File: config.mk
export PLATFORM = sky130hd
export DESIGN_NAME = sa_cache_store
export DESIGN_NICKNAME = d
export VERILOG_FILES = /design/src/rtl/cache_pkg.sv /design/src/rtl/cache_rst_sync.sv /design/src/rtl/cache_way_store.sv /design/src/rtl/cache_victim_sel.sv /design/src/rtl/cache_use_ctl.sv /design/src/rtl/sa_cache_store.sv
export SDC_FILE = /design/constraint.sdc
export NUM_CORES = 1
export LEC_CHECK = 0
export BUFFER_PORTS_ARGS = -buffer_cell sky130_fd_sc_hd__buf_2
export CORE_MARGIN = 2
export CORE_UTILIZATION = 40
export CTS_BUF_LIST = sky130_fd_sc_hd__clkbuf_8 sky130_fd_sc_hd__clkbuf_16
export DETAILED_ROUTE_END_ITERATION = 12
export GPL_ROUTABILITY_DRIVEN = 0
export PLACE_DENSITY = 0.66
export SLEW_MARGIN = 0
export SYNTH_ARGS = -nofsm -noshare
export SYNTH_HDL_FRONTEND = slang
export SYNTH_SLANG_ARGS = --single-unit
File: constraint.sdc
create_clock -name clk -period 4.7 [get_ports clk]
set_clock_uncertainty 0.05 [all_clocks]
set_input_delay 0.235 -clock clk [delete_from_list [all_inputs] [get_ports clk]]
set_output_delay 0.235 -clock clk [all_outputs]
set_load 0.02 [all_outputs]
File: src/rtl/cache_pkg.sv
`timescale 1ns/1ps
package cache_pkg;
  // width of the free-running fallback selector
  localparam int unsigned RND_W = 2;

  // ceil(log2(n)), never below 1 so that single-entry fields stay legal
  function automatic int unsigned clog2_min1(input int unsigned n);
    int unsigned r;
    r = 0;
    for (int i = 0; i < 31; i++) begin
      if ((32'd1 << i) < n) r = i + 1;
    end
    return (r == 0) ? 1 : r;
  endfunction
endpackage

File: src/rtl/cache_rst_sync.sv
`timescale 1ns/1ps
module cache_rst_sync (
  input  logic clk,
  input  logic rst_n,
  output logic rst_sync_n
);
  logic [1:0] sync_q;

  always_ff @(posedge clk or negedge rst_n) begin
    if (!rst_n) sync_q <= 2'b00;
    else        sync_q <= {sync_q[0], 1'b1};
  end

  assign rst_sync_n = sync_q[1];
endmodule

File: src/rtl/cache_way_store.sv
`timescale 1ns/1ps
module cache_way_store #(
  parameter int unsigned SETS  = 2,
  parameter int unsigned IDX_W = 1,
  parameter int unsigned TAG_W = 5,
  parameter int unsigned BLK_W = 128
) (
  input  logic             clk,
  input  logic             rst_n,
  input  logic [IDX_W-1:0] set_idx,
  input  logic [TAG_W-1:0] cmp_tag,
  input  logic             wr_en,
  input  logic [BLK_W-1:0] wr_line,
  output logic             line_valid,
  output logic             tag_match,
  output logic [BLK_W-1:0] line_data
);
  logic [SETS-1:0]  valid_q, valid_d;
  logic [TAG_W-1:0] tag_q  [SETS];
  logic [BLK_W-1:0] data_q [SETS];

  always_comb begin
    valid_d = valid_q;
    if (wr_en) valid_d[set_idx] = 1'b1;
  end

  always_ff @(posedge clk or negedge rst_n) begin
    if (!rst_n)     valid_q <= '0;
    else if (wr_en) valid_q <= valid_d;
  end

  // tag and data arrays carry no reset; the valid bit guards them
  always_ff @(posedge clk) begin
    if (wr_en) begin
      tag_q[set_idx]  <= cmp_tag;
      data_q[set_idx] <= wr_line;
    end
  end

  assign line_valid = valid_q[set_idx];
  assign tag_match  = line_valid && (tag_q[set_idx] == cmp_tag);
  assign line_data  = data_q[set_idx];
endmodule

File: src/rtl/cache_victim_sel.sv
`timescale 1ns/1ps
module cache_victim_sel #(
  parameter int unsigned WAYS  = 4,
  parameter int unsigned WAY_W = 2,
  parameter int unsigned RND_W = 2
) (
  input  logic [WAYS-1:0]  line_valid,
  input  logic [WAYS-1:0]  line_used,
  input  logic [RND_W-1:0] rnd,
  output logic [WAY_W-1:0] victim
);
  always_comb begin
    // lowest priority: counter fallback
    victim = WAY_W'(rnd & RND_W'(WAYS - 1));
    // middle: lowest way not recently used
    for (int w = WAYS - 1; w >= 0; w--) begin
      if (!line_used[w]) victim = WAY_W'(w);
    end
    // highest: lowest empty way
    for (int w = WAYS - 1; w >= 0; w--) begin
      if (!line_valid[w]) victim = WAY_W'(w);
    end
  end
endmodule

File: src/rtl/cache_use_ctl.sv
`timescale 1ns/1ps
module cache_use_ctl
  import cache_pkg::*;
#(
  parameter int unsigned SETS         = 2,
  parameter int unsigned WAYS         = 4,
  parameter int unsigned IDX_W        = 1,
  parameter int unsigned WAY_W        = 2,
  parameter int unsigned CLR_INTERVAL = 1024
) (
  input  logic                 clk,
  input  logic                 rst_n,
  input  logic [IDX_W-1:0]     set_idx,
  input  logic                 mark_en,
  input  logic [WAY_W-1:0]     mark_way,
  output logic [WAYS-1:0]      set_used,
  output logic [RND_W-1:0]     rnd,
  output logic                 clr_pulse,
  output logic [SETS*WAYS-1:0] use_all
);
  localparam int unsigned LINES = SETS * WAYS;
  localparam int unsigned POS_W = clog2_min1(LINES);
  localparam int unsigned CNT_W = clog2_min1(CLR_INTERVAL);

  logic [CNT_W-1:0] cnt_q, cnt_d;
  logic [RND_W-1:0] rnd_q, rnd_d;
  logic [LINES-1:0] use_q, use_d;
  logic             use_en;
  logic [POS_W-1:0] base_pos;

  assign base_pos  = POS_W'(set_idx) * POS_W'(WAYS);
  assign clr_pulse = (cnt_q == CNT_W'(CLR_INTERVAL - 1));
  assign use_en    = clr_pulse | mark_en;

  always_comb begin
    cnt_d = clr_pulse ? '0 : cnt_q + 1'b1;
    rnd_d = rnd_q + 1'b1;
    use_d = clr_pulse ? '0 : use_q;
    if (mark_en) use_d[base_pos + POS_W'(mark_way)] = 1'b1;
  end

  always_ff @(posedge clk or negedge rst_n) begin
    if (!rst_n) begin
      cnt_q <= '0;
      rnd_q <= '0;
    end else begin
      cnt_q <= cnt_d;
      rnd_q <= rnd_d;
    end
  end

  always_ff @(posedge clk or negedge rst_n) begin
    if (!rst_n)      use_q <= '0;
    else if (use_en) use_q <= use_d;
  end

  always_comb begin
    for (int w = 0; w < WAYS; w++) begin
      set_used[w] = use_q[base_pos + POS_W'(w)];
    end
  end

  assign rnd     = rnd_q;
  assign use_all = use_q;
endmodule

File: src/rtl/sa_cache_store.sv
`timescale 1ns/1ps
module sa_cache_store
  import cache_pkg::*;
#(
  parameter int unsigned ADDR_W         = 10,
  parameter int unsigned WORD_W         = 32,
  parameter int unsigned BLK_WORDS      = 4,
  parameter int unsigned BYTES_PER_WORD = 4,
  parameter int unsigned NUM_BLOCKS     = 8,
  parameter int unsigned WAYS           = 4,
  parameter int unsigned CLR_INTERVAL   = 1024,
  localparam int unsigned WAY_W         = clog2_min1(WAYS),
  localparam int unsigned BLK_W         = WORD_W * BLK_WORDS
) (
  input  logic              clk,
  input  logic              rst_n,
  input  logic              acc_valid,
  input  logic [ADDR_W-1:0] acc_addr,
  input  logic [BLK_W-1:0]  fill_data,
  output logic              hit,
  output logic [WAY_W-1:0]  hit_way,
  output logic [WORD_W-1:0] rd_word,
  output logic [WAY_W-1:0]  victim_way
);
  localparam int unsigned SETS   = NUM_BLOCKS / WAYS;
  localparam int unsigned BOFF_W = clog2_min1(BYTES_PER_WORD);
  localparam int unsigned WOFF_W = clog2_min1(BLK_WORDS);
  localparam int unsigned IDX_W  = clog2_min1(SETS);
  localparam int unsigned TAG_W  = ADDR_W - BOFF_W - WOFF_W - IDX_W;

  logic                 rst_sync_n;
  logic [WOFF_W-1:0]    woff;
  logic [IDX_W-1:0]     idx;
  logic [TAG_W-1:0]     tag;
  logic [WAYS-1:0]      way_valid, way_match, way_used, way_wr;
  logic [BLK_W-1:0]     way_data [WAYS];
  logic [WAY_W-1:0]     victim, match_way;
  logic [BLK_W-1:0]     sel_line;
  logic                 any_match, alloc_en;
  logic [RND_W-1:0]     rnd;
  logic                 clr_pulse;
  logic [SETS*WAYS-1:0] use_all;

  cache_rst_sync u_rst_sync (
    .clk        (clk),
    .rst_n      (rst_n),
    .rst_sync_n (rst_sync_n)
  );

  // address split: byte | word | index | tag
  assign woff = acc_addr[BOFF_W +: WOFF_W];
  assign idx  = acc_addr[BOFF_W + WOFF_W +: IDX_W];
  assign tag  = acc_addr[ADDR_W-1 -: TAG_W];

  for (genvar w = 0; w < WAYS; w++) begin : g_way
    cache_way_store #(
      .SETS  (SETS),
      .IDX_W (IDX_W),
      .TAG_W (TAG_W),
      .BLK_W (BLK_W)
    ) u_way (
      .clk        (clk),
      .rst_n      (rst_sync_n),
      .set_idx    (idx),
      .cmp_tag    (tag),
      .wr_en      (way_wr[w]),
      .wr_line    (fill_data),
      .line_valid (way_valid[w]),
      .tag_match  (way_match[w]),
      .line_data  (way_data[w])
    );
  end

  always_comb begin
    any_match = |way_match;
    match_way = '0;
    sel_line  = fill_data;
    for (int w = WAYS - 1; w >= 0; w--) begin
      if (way_match[w]) begin
        match_way = WAY_W'(w);
        sel_line  = way_data[w];
      end
    end
  end

  cache_victim_sel #(
    .WAYS  (WAYS),
    .WAY_W (WAY_W),
    .RND_W (RND_W)
  ) u_victim (
    .line_valid (way_valid),
    .line_used  (way_used),
    .rnd        (rnd),
    .victim     (victim)
  );

  assign alloc_en = acc_valid && !any_match;

  always_comb begin
    way_wr = '0;
    if (alloc_en) way_wr = WAYS'(1) << victim;
  end

  cache_use_ctl #(
    .SETS         (SETS),
    .WAYS         (WAYS),
    .IDX_W        (IDX_W),
    .WAY_W        (WAY_W),
    .CLR_INTERVAL (CLR_INTERVAL)
  ) u_use (
    .clk       (clk),
    .rst_n     (rst_sync_n),
    .set_idx   (idx),
    .mark_en   (acc_valid),
    .mark_way  (any_match ? match_way : victim),
    .set_used  (way_used),
    .rnd       (rnd),
    .clr_pulse (clr_pulse),
    .use_all   (use_all)
  );

  assign hit        = acc_valid && any_match;
  assign hit_way    = match_way;
  assign rd_word    = sel_line[int'(woff) * WORD_W +: WORD_W];
  assign victim_way = victim;
endmodule

# --- Word-level counts from Yosys, hierarchy flattened ---
# Memories as Yosys holds them, arrays and structs flattened.
# Cells that the tools add are included.
classes:
  add_sub_neg: 6
  order_cmp: 8
  n_eq_ne: 5
  shift: 2
  muxes: 49
  n_bitwise: 6
  reduce_logical: 10
ops:
  columns: ["operator", "n"]
  rows:
  - ["128-bit two-way mux", 4]
  - ["128-bit by 8-bit indexed part select with 32-bit output", 1]
  - ["2-bit two-way mux", 13]
  - ["1-bit two-way mux", 23]
  - ["5-bit == test", 4]
  - ["3-bit by 4-bit less-than comparator with 1-bit output (second input constant)", 5]
  - ["8-bit two-way mux", 2]
  - ["10-bit by 1-bit adder with 10-bit output (second input constant)", 1]
  - ["10-bit == test (second input constant)", 1]
  - ["10-bit two-way mux", 1]
  - ["1-bit binary-select mux with 3-bit select", 3]
  - ["1-bit logical AND", 8]
  - ["2-bit bitwise OR", 4]
  - ["8-bit bitwise OR", 1]
  - ["3-bit by 2-bit adder with 3-bit output (second input constant)", 2]
  - ["4-bit two-way mux", 1]
  - ["4-bit OR reduction", 1]
  - ["1-bit by 2-bit left shift with 4-bit output (first input constant)", 1]
  - ["3-bit by 1-bit adder with 3-bit output (second input constant)", 1]
  - ["3-bit by 2-bit adder with 3-bit output", 1]
  - ["1-bit demux with 3-bit select", 1]
  - ["3-bit by 1-bit greater-or-equal comparator with 1-bit output (second input constant)", 1]
  - ["2-bit by 1-bit adder with 2-bit output (second input constant)", 1]
  - ["1-bit by 2-bit less-than comparator with 1-bit output (second input constant)", 1]
  - ["other kinds (4)", 4]
totals:
  ff_bits: 30
  mem_bits_rw: 1064
  inputBits: 141
  out_inout_bits: 37
  memories: 8
mem_list:
  columns: ["memory", "depth", "width", "read_ports", "rd_clocked_by_memory_dff", "wr", "line", "rtl"]
  rows:
  - ["g_way[0].u_way.data_q", 2, 128, 1, 0, 1, "cache_way_store.sv:20", "logic [BLK_W-1:0] data_q [SETS];"]
  - ["g_way[1].u_way.data_q", 2, 128, 1, 0, 1, "cache_way_store.sv:20", null]
  - ["g_way[2].u_way.data_q", 2, 128, 1, 0, 1, "cache_way_store.sv:20", null]
  - ["g_way[3].u_way.data_q", 2, 128, 1, 0, 1, "cache_way_store.sv:20", null]
  - ["g_way[0].u_way.tag_q", 2, 5, 1, 0, 1, "cache_way_store.sv:19", "logic [TAG_W-1:0] tag_q [SETS];"]
  - ["g_way[1].u_way.tag_q", 2, 5, 1, 0, 1, "cache_way_store.sv:19", null]
  - ["2 more memories", null, null, null, null, null, null, null]

# --- Longest topological paths before layout ---
# Gate-level depths: netlist of run 1.
logic_depth:
  word_depth: 19
  mapped_depth: 12
  ltp_nobuf: 8

# --- Modules after synthesis ---
# A second synthesis of run 1 with hierarchy kept.
unflattened:
  cells_unflattened: 2581
  area_unflattened_um2: 45331.0
by_module_without_submodules:
  columns: ["module", "n_inst", "cells_each", "area_per_inst_um2", "seq_area_each_um2"]
  rows:
  - ["cache_way_store at g_way[0].u_way ...", 2, 430, 9730.6, 8037.7]
  - ["cache_way_store at g_way[2].u_way ...", 2, 428, 9713.1, 8037.7]
  - ["sa_cache_store", 1, 773, 5440.2, 0.0]
  - ["cache_use_ctl", 1, 79, 893.4, 500.5]
  - ["cache_victim_sel", 1, 10, 56.3, 0.0]
  - ["cache_rst_sync", 1, 3, 53.8, 50.0]

# --- Worst setup path before layout of run 1 ---
# No wires, ideal clock.
synth_path:
  kind: "input to register"
  from: "in acc_addr[4]"
  to: "mem g_way[1].u_way.data_q[1][0] (enable)"
  arrival_time_ns: 11.568
  slack_ns: -7.740
  stages: 8
  n_path_buf: 3
  cell_sequence: "buf_6 -> buf_6 -> buf_4 -> mux2i_1 -> o31ai_1 -> a21oi_1 -> a21oi_1 -> nor3b_1"
synth_via:
  elab_chain_len: 15
  word_cells_on_any_way: 46
  classes_between: "add/sub: 3; eq/ne: 4; shift: 1; mux: 27; reduce/logical: 7; memory: 4"
synth_rtl:
  columns: ["item", "line", "rtl"]
  rows:
  - ["from (decl)", "sa_cache_store.sv:18", "input logic [ADDR_W-1:0] acc_addr,"]
  - ["3-bit by 2-bit adder with 3-bit output", "cache_use_ctl.sv:59", "set_used[w] = use_q[base_pos + POS_W'(w)];"]
  - ["1-bit binary-select mux with 3-bit select", "cache_use_ctl.sv:59", null]
  - ["1-bit two-way mux (not written as such)", "cache_use_ctl.sv:59", null]
  - ["2-bit two-way mux (4 in a row)", "cache_victim_sel.sv:17", "if (!line_used[w]) victim = WAY_W'(w);"]
  - ["2-bit two-way mux (3 in a row)", "cache_victim_sel.sv:21", "if (!line_valid[w]) victim = WAY_W'(w);"]
  - ["2-bit two-way mux (*)", "cache_victim_sel.sv:21", null]
  - ["named net victim_way[0]", "sa_cache_store.sv:23", "output logic [WAY_W-1:0] victim_way"]
  - ["1-bit by 2-bit left shift with 4-bit output (*)", "sa_cache_store.sv:101", "if (alloc_en) way_wr = WAYS'(1) << victim;"]
  - ["4-bit two-way mux (*)", "sa_cache_store.sv:101", null]
  - ["1-bit two-way mux (*)", "cache_way_store.sv:34", "if (wr_en) begin"]
  - ["1-bit two-way mux (not written as such) (*)", "cache_way_store.sv:36", "data_q[set_idx] <= wr_line;"]
  - ["to (decl)", "cache_way_store.sv:20", null]
# Mark *: on every way through the listed nets, which the timed path passes. The rest lies on a longest branch. The select of a mux whose other input is x is not followed.

# --- Worst setup path after layout of run 1 ---
layout_path:
  from: "mem g_way[0].u_way.tag_q[1][3]"
  to: "out rd_word[31]"
layout_via:
  elab_chain_len: 5
layout_rtl:
  columns: ["item", "line", "rtl"]
  rows:
  - ["from (decl)", "cache_way_store.sv:19", null]
  - ["memory 2 x 5 bit", null, null]
  - ["5-bit == test", "cache_way_store.sv:41", "assign tag_match = line_valid && (tag_q[set_idx] == cmp_tag);"]
  - ["1-bit logical AND", "cache_way_store.sv:41", null]
  - ["128-bit two-way mux", "sa_cache_store.sv:79", "if (way_match[w]) begin"]
  - ["128-bit by 8-bit indexed part select with 32-bit output", "sa_cache_store.sv:124", "assign rd_word = sel_line[int'(woff) * WORD_W +: WORD_W];"]
  - ["to (decl)", "sa_cache_store.sv:22", "output logic [WORD_W-1:0] rd_word,"]
# Every way passes these cells.

==> results.txt, run 1 <==
Result of the run - complete, no violations
CTS Sinks - 1094
Final WL - 121000 µm
Number of detailed-routing iterations run before antenna repair - 5
Yosys synthesis warning count - 0
Total setup buffers inserted after CTS - 0
Highest achievable clock rate - 225 MHz
Mux contribution to synthesized area - 11.9%
Bufs on Longest Clock Path - 3
Post-Synthesis Cell Area - 45300 µm²
Startpoint of the most critical setup path - g_way[0].u_way.tag_q[1][3]
Area share of xor/xnor cells in the synthesized design - 0.618%
Final core utilization - 47.2%
Highest cell delay on the worst timing path - 1.06 ns
Basic-gate share of the synthesized area counting and, or, nand and nor cells - 2.81%
Gate count of the mapped netlist - 2781
Combinational fraction of design power - 14.4%
Fraction of layout instances using a drive strength above 1 - 16.9%
Total die area - 116000 µm²
Share of the yosys chip area belonging to registers - 72.1%
Category of the critical setup timing path - reg2out
Total CTS buffers - 107
Area occupied by multi-input gates - 11700 µm²
Number of flops mapped to enable cells by yosys - 1064
Worst-case register-to-register setup slack - 1.09 ns
Worst hold path class - in2reg
Half-perimeter wire length of the detailed placement result - 69700 µm
X dimension of the die - 341 µm
Average size of a mapped cell - 16.3 µm²
Post-detailed-route count of antenna-violating nets - 0
Switching share of power - 26.4%
Areal power density over the cells - 445 nW/µm²
Critical Path Start Type - flip-flop
Worst path bufs/invs - 2
Maximum number of pins on one net before global-route repair - 135
Storage cell area - 32700 µm²
Antenna violations before repair - 19
Crit Reg-Reg Endpoint - g_way[2].u_way.data_q[0][95]
Count of pins over their slew limit - 0
Sort of element at the end of the critical path - primary output
Main combinational cell family by area after synthesis - multiplexers
Clock latency of the later-clocked register in the worst-skew pair - 0.68 ns
Worst Path Required - 4.41 ns
Average detailed-routed wire length per instance - 25.7 µm
Max VDD drop - 0.000283 V
Fraction of registers with async set or reset after synthesis - 2.74%
Number of vias per cell after detailed routing - 5.77
Worst r2r path cells - 7
P_int - 0.0174 W
Std-Cell Core Area - 112000 µm²
Share of the clock period used by the worst path - 94.7%
Arrival time worst endpoint - 4.17 ns
Max capacitance violation total - 0
Global-route wire length before repair - 177000 µm
Via count of the first global-routing pass - 26294
DRC errors left - 0
Nets - 3252
Unrepaired setup endpoints after global routing - no
Part of the power in the clock network - 34.3%
Synthesis-stage register bit count - 1094
CP max stage cell - o41ai_1
Share of synthesized cell area in full adder, half adder and majority cells - 0.0276%
Final Hold Viols - 0
Final Total Pwr - 0.0237 W
Total number of placement rows - 123
Buffer cell driving the clock tree root - clkbuf_16
Number of H-tree levels - 3
Number of port buffers - 175
Leakage power total - 18.4 nW
Ordered cell list for the critical path - mux2i_1 > xor2_1 > nand4bb_1 > o22ai_4 > buf_12 > a2111oi_0 > o41ai_1 > o211ai_1 > buf_2
Critical-path maximum fanout - 54
Synth Area in Compound Gates - 10.2%
Crit path depth - 9
Die boundary height - 341 µm
Headroom to the max-slew limit - 21.7%
Clock transition at the register clock pins on the worst setup and hold paths after CTS - 0.06 ns
Global-route usage over all layers - 20.4%
Vias - 27122
Hold WS - 0.164 ns
Sequential power share - 51.3%
Worst-margin pin slew - 1.17 ns
Distinct cells, synth - 61
CTS tree - built
Post-synth net total - 2923
I/O pin count - 178
Final critical path time including I/O delays and setup - 4.45 ns
Setup-violating endpoint count in the final report - 0
Switching Power - 0.00626 W
Main synth FF type - edfxtp_1
Launch instance of the worst register-to-register path - g_way[3].u_way.tag_q[1][1]
Grt total ovfl - 0
Crit path max-delay family - compound AO/OA/AOI/OAI gates
Starting density of the core - 40.3%
Relative area change from synthesis to final layout - 17.2%
Filler instances - 9474
Number of DRC markers in iteration 0 - 2685
End point of the critical path - rd_word[31]
sequential cells by signal (all words and copies together) (netlist names):
register / count
u_rst_sync.sync_q: 2
u_use.use_all: 8
g_way.u_way.data_q: 1024
g_way.u_way.tag_q: 40
u_use.cnt_q: 10
g_way.u_way.valid_q: 8
u_use.rnd: 2
per-stage QoR:
| step | setup WS [ns] | TNS, ns | cells | cell area (µm²) |
|---|---|---|---|---|
| final | 0.250 | 0 | 4704 | 53100 |
| after detailed placement | 0.555 | 0 | 4365 | 48400 |
| after global routing | 0.0416 | 0 | 4702 | 53100 |
| after global placement | 0.561 | 0 | 4365 | 48400 |
| after CTS | 0.246 | 0 | 4700 | 53100 |
| after floorplan | -1.12 | -936.23 | 2781 | 45400 |
layout make-up:
type,instances,share of cell area (%)
well taps,1500,3.53
flip-flops and latches,1094,61.6
clock inverters,85,1.02
inverters,4,0.0283
repair buffers,431,6.47
clock buffers,114,5.26
diodes,4,0.0188
multi-input cells,1472,22.1
repair_timing:
| item | 4_1_cts | 5_1_grt |
|---|---|---|
| endpoints found under the hold margin | 1074 | 0 |
| hold buffers | 136 | 0 |
| resized for setup | 0 | 0 |
synth_stat cells, types with 16 or more instances:
master	n	area share (%)
a2111oi_0	32	0.62
a211oi_1	65	1.1
a21o_1	34	0.56
a21oi_1	176	1.9
a221o_1	16	0.35
a221oi_1	24	0.46
a41oi_1	23	0.44
buf_2	101	1.1
buf_4	23	0.38
clkbuf_1	70	0.58
dfrtp_1	30	1.7
edfxtp_1	1064	70
mux2_2	65	1.6
mux2i_1	464	10
nand2_1	25	0.21
nand3_1	53	0.59
nor2_1	60	0.50
nor3_1	75	0.83
o2111ai_1	23	0.44
o211ai_1	74	1.2
o21ai_0	51	0.56
o221ai_1	16	0.31
o22ai_1	34	0.47
o2bb2ai_1	24	0.46
o41ai_1	32	0.62
xor2_1	21	0.41
metal layers:
metal | GRT usage [%] | wire (µm)
met5 | 0 | 146
met1 | 28.0 | 51000
met2 | 32.7 | 57300
met4 | 7.01 | 3910
met3 | 3.82 | 8710
power groups by stage:
stage               logic (W)  clock network (W)  registers [W]
floorplan             0.00187                  0         0.0124
global placement      0.00327                  0         0.0123
detailed placement    0.00331                  0         0.0123
CTS                   0.00343            0.00825         0.0121
global route          0.00363            0.00862         0.0122
finish                0.00342            0.00812         0.0121
layout by cell type, fill, tap and decap left out, types with 30 or more instances in the layout:
cell type and instances:
edfxtp_1 1064, mux2i_1 464, a21oi_1 175, buf_2 174, dlygate4sd3_1 136, clkbuf_16 109
buf_4 97, o211ai_1 74, nor3_1 73, a211oi_1 65, mux2_2 65, nor2_1 54
nand3_1 53, o21ai_0 51, a21o_1 34, inv_1 33, o22ai_1 32, a2111oi_0 32
o41ai_1 32, dfrtp_1 30
worst min path at each step:
stage	endpoint	start	cells past startpoint
after global routing	u_use.use_all[2]	acc_addr[4]	3
final	u_use.use_all[2]	acc_addr[4]	3
after detailed placement	u_rst_sync.sync_q[1]	rst_n	1
after floorplan	u_rst_sync.sync_q[0]	rst_n	0
after CTS	u_use.use_all[2]	acc_addr[4]	3
after global placement	u_rst_sync.sync_q[0]	rst_n	1
worst min-delay path, cell delays in order:
cell and delay, ns:
buf_8 0.19, nor2_1 0.20, a32o_1 0.18
logic make-up after synthesis:
family | count (synthesis)
simple gates | 254
compound gates | 655
xor+xnor | 32
fa+ha+maj | 1
mux | 529
buf+inv | 215
other cells | 1
flops | 1094
No activity file was read; power rests on OpenSTA's default activity.
==> run 2, diff against run 1 <==
Settings changed: BUFFER_PORTS_ARGS -buffer_cell sky130_fd_sc_hd__buf_2 to -buffer_cell sky130_fd_sc_hd__buf_4.
==> run 2 against run 1 <==
Worst setup slack better by 0.066 ns. Register-to-register slack improved by 0.02 ns. Wire length is 1.9% higher. Maximum frequency is 1.5% higher. Via count increased by 0.83%.
==> results.txt, run 2 (synthesis results as in run 1) <==
Final Non-Filler Cells - 4723 (+0.40%)
Buffer cell driving the clock tree root - clkbuf_16
Ordered cell list for the critical path - mux2i_1 > xor2_1 > nand4_2 > a211oi_4 > buf_4 > a221oi_1 > o211ai_1 > o211ai_1 > buf_4
Number of DRC markers in iteration 0 - 2678 (-0.26%)
Leading cell type in the layout, fill and taps excluded - edfxtp_1
Setup-violating endpoint count in the final report - 0 (unchanged)
Relative area change from synthesis to final layout - 19.2%
Result of the run - complete, no violations
Global-route wire length before repair - 180000 µm (+1.4%)
Nets - 3269 (+0.52%)
Leading cell types in the layout, fill and taps excluded - edfxtp_1 (1064), mux2i_1 (464), buf_4 (269)
Grt total ovfl - 0 (unchanged)
Number of port buffers - 175 (unchanged)
Worst path bufs/invs - 2 (unchanged)
Combinational fraction of design power - 15.0% (+0.6 points)
Via count of the first global-routing pass - 26527 (+0.89%)
Number of vias per cell after detailed routing - 5.79 (+0.42%)
Antenna violations before repair - 19 (unchanged)
Max capacitance violation total - 0 (unchanged)
Final critical path time including I/O delays and setup - 4.38 ns (-0.0657 ns)
Sort of element at the end of the critical path - primary output
CTS tree - built
Total die area - 116000 µm² (unchanged)
Part of the power in the clock network - 34.8% (+0.5 points)
P_int - 0.0179 W (+2.8%)
Areal power density over the cells - 447 nW/µm² (+0.33%)
Sequential power share - 50.2% (-1.1 points)
Final WL - 123000 µm (+1.9%)
Category of the critical setup timing path - reg2out
CTS Sinks - 1094 (unchanged)
Maximum number of pins on one net before global-route repair - 120 (-11%)
Registers with the highest flip-flop counts - g_way.u_way.data_q x1024, g_way.u_way.tag_q x40, u_use.cnt_q x10
Switching share of power - 25.9% (-0.54 points)
Die boundary height - 341 µm (unchanged)
Fraction of layout instances using a drive strength above 1 - 17.4% (+0.45 points)
Worst-margin pin slew - 1.14 ns (-0.0355 ns)
CP max stage cell - a211oi_4
Number of H-tree levels - 3 (unchanged)
Clock transition at the register clock pins on the worst setup and hold paths after CTS - 0.06 ns (about the same)
Critical Path Start Type - flip-flop
Vias - 27346 (+0.83%)
Critical-path maximum fanout - 24 (-56%)
Post-detailed-route count of antenna-violating nets - 0 (unchanged)
Max VDD drop - 0.000286 V (+1.0%)
Count of pins over their slew limit - 0 (unchanged)
X dimension of the die - 341 µm (unchanged)
Inst Count DP - 4379 (+0.32%)
Final Hold Viols - 0 (unchanged)
Hold WS - 0.290 ns (+0.126 ns)
Total number of placement rows - 123 (unchanged)
Bufs on Longest Clock Path - 3 (unchanged)
DRC errors left - 0 (unchanged)
Register containing the most flip-flops in the final layout - g_way.u_way.data_q
Number of detailed-routing iterations run before antenna repair - 6 (+1)
Starting density of the core - 40.3% (unchanged)
Total CTS buffers - 108 (+0.93%)
Unrepaired setup endpoints after global routing - no
Final Total Pwr - 0.0242 W (+2.1%)
Largest register FFs - 1024 (unchanged)
Switching Power - 0.00626 W (about the same)
Arrival time worst endpoint - 4.10 ns (-0.07 ns)
Crit path max-delay family - compound AO/OA/AOI/OAI gates
Average detailed-routed wire length per instance - 26.1 µm (+1.5%)
Std-Cell Core Area - 112000 µm² (unchanged)
Number of gates resized after cts - 0 (unchanged)
I/O pin count - 178 (unchanged)
Share of the clock period used by the worst path - 93.3% (-1.4 points)
Total negative slack - 0 ns (unchanged)
Worst Path Required - 4.41 ns (about the same)
Global-route usage over all layers - 20.8% (+0.37 points)
Final core utilization - 48.0% (+0.82 points)
Highest cell delay on the worst timing path - 0.71 ns (-0.35 ns)
Half-perimeter wire length of the detailed placement result - 72400 µm (+3.7%)
Headroom to the max-slew limit - 24.1% (+2.4 points)
Worst hold path class - in2reg
Highest achievable clock rate - 228 MHz (+1.5%)
Clock latency of the later-clocked register in the worst-skew pair - 0.67 ns (about the same)
Leakage power total - 18.7 nW (+1.8%)
[run 2: cell types whose count changed in the layout (fill, tap and decap cells not counted), moves of 5 or more]
cell and delta:
buf_2 -174, buf_4 +172, buf_12 +18, bufinv_16 +6, clkinv_2 -6, inv_1 -5
[run 2: cell type report]
class | instances | area (µm²)
inverter | 4 | 15.0
sequential | 1094 | 32700
antenna | 8 | 20.0
multi-input combinational | 1472 | 11700
tap | 1500 | 1880
clock inverter | 83 | 648
fill | 9351 | 58500
timing repair buffer | 447 | 4220
clock buffer | 115 | 2820
[run 2: what timing repair did]
| action | 4_1_cts | 5_1_grt |
|---|---|---|
| hold endpoints to repair | 1074 | 0 |
| setup buffers | 0 | 2 |
| setup endpoints to repair | 0 | 2 |
| hold buffers | 136 | 0 |
[run 2: worst register-to-register path: cells and delay by family (launching register included)]
kind / cells / cell delay (ns)
multiplexers: 1 / 0.17
buffers and inverters: 1 / 0.50
XOR/XNOR: 1 / 0.15
AND/OR/NAND/NOR: 3 / 1.54
flip-flops: 1 / 0.36
AO/OA/AOI/OAI: 1 / 0.43
[run 2: worst paths after layout]
kind	from	to	slack (ns)	cells past startpoint
max	g_way[1].u_way.tag_q[1][2]	rd_word[23]	0.32	9
min	fill_data[34]	g_way[0].u_way.data_q[1][34]	0.29	2
max reg2reg	g_way[3].u_way.tag_q[1][1]	g_way[0].u_way.data_q[0][11]	1.11	7
min reg2reg	u_rst_sync.sync_q[0]	u_rst_sync.sync_q[1]	0.31	0
max in group asynchronous	u_rst_sync.sync_q[1]	u_use.cnt_q[0]	3.49	0
min in group asynchronous	rst_n	u_rst_sync.sync_q[1]	0.38	3
[run 2: layer usage]
metal	wire (µm)	vias up	global-route usage [%]
met4	3720	12	6.98
met5	72	-	0
met3	10400	223	4.36
li1	-	12008	-
met2	58700	1210	33.5
met1	50400	13893	28.2
[run 2: power by group through the flow]
| stage | sequential [W] | combinational (W) | clock, W |
|---|---|---|---|
| 2_1_floorplan | 0.0124 | 0.00187 | 0 |
| 3_3_place_gp | 0.0123 | 0.00346 | 0 |
| 3_5_place_dp | 0.0123 | 0.00350 | 0 |
| 4_1_cts | 0.0121 | 0.00362 | 0.00852 |
| 5_1_grt | 0.0122 | 0.00383 | 0.00890 |
| 6_report | 0.0121 | 0.00362 | 0.00841 |
[run 2: per-stage QoR]
step / cell area [µm²] / setup slack [ns]
2_1_floorplan: 45400 / -1.12
3_3_place_gp: 49200 / 0.613
3_5_place_dp: 49200 / 0.606
4_1_cts: 54000 / 0.129
5_1_grt: 54000 / 0.129
6_report: 54000 / 0.315
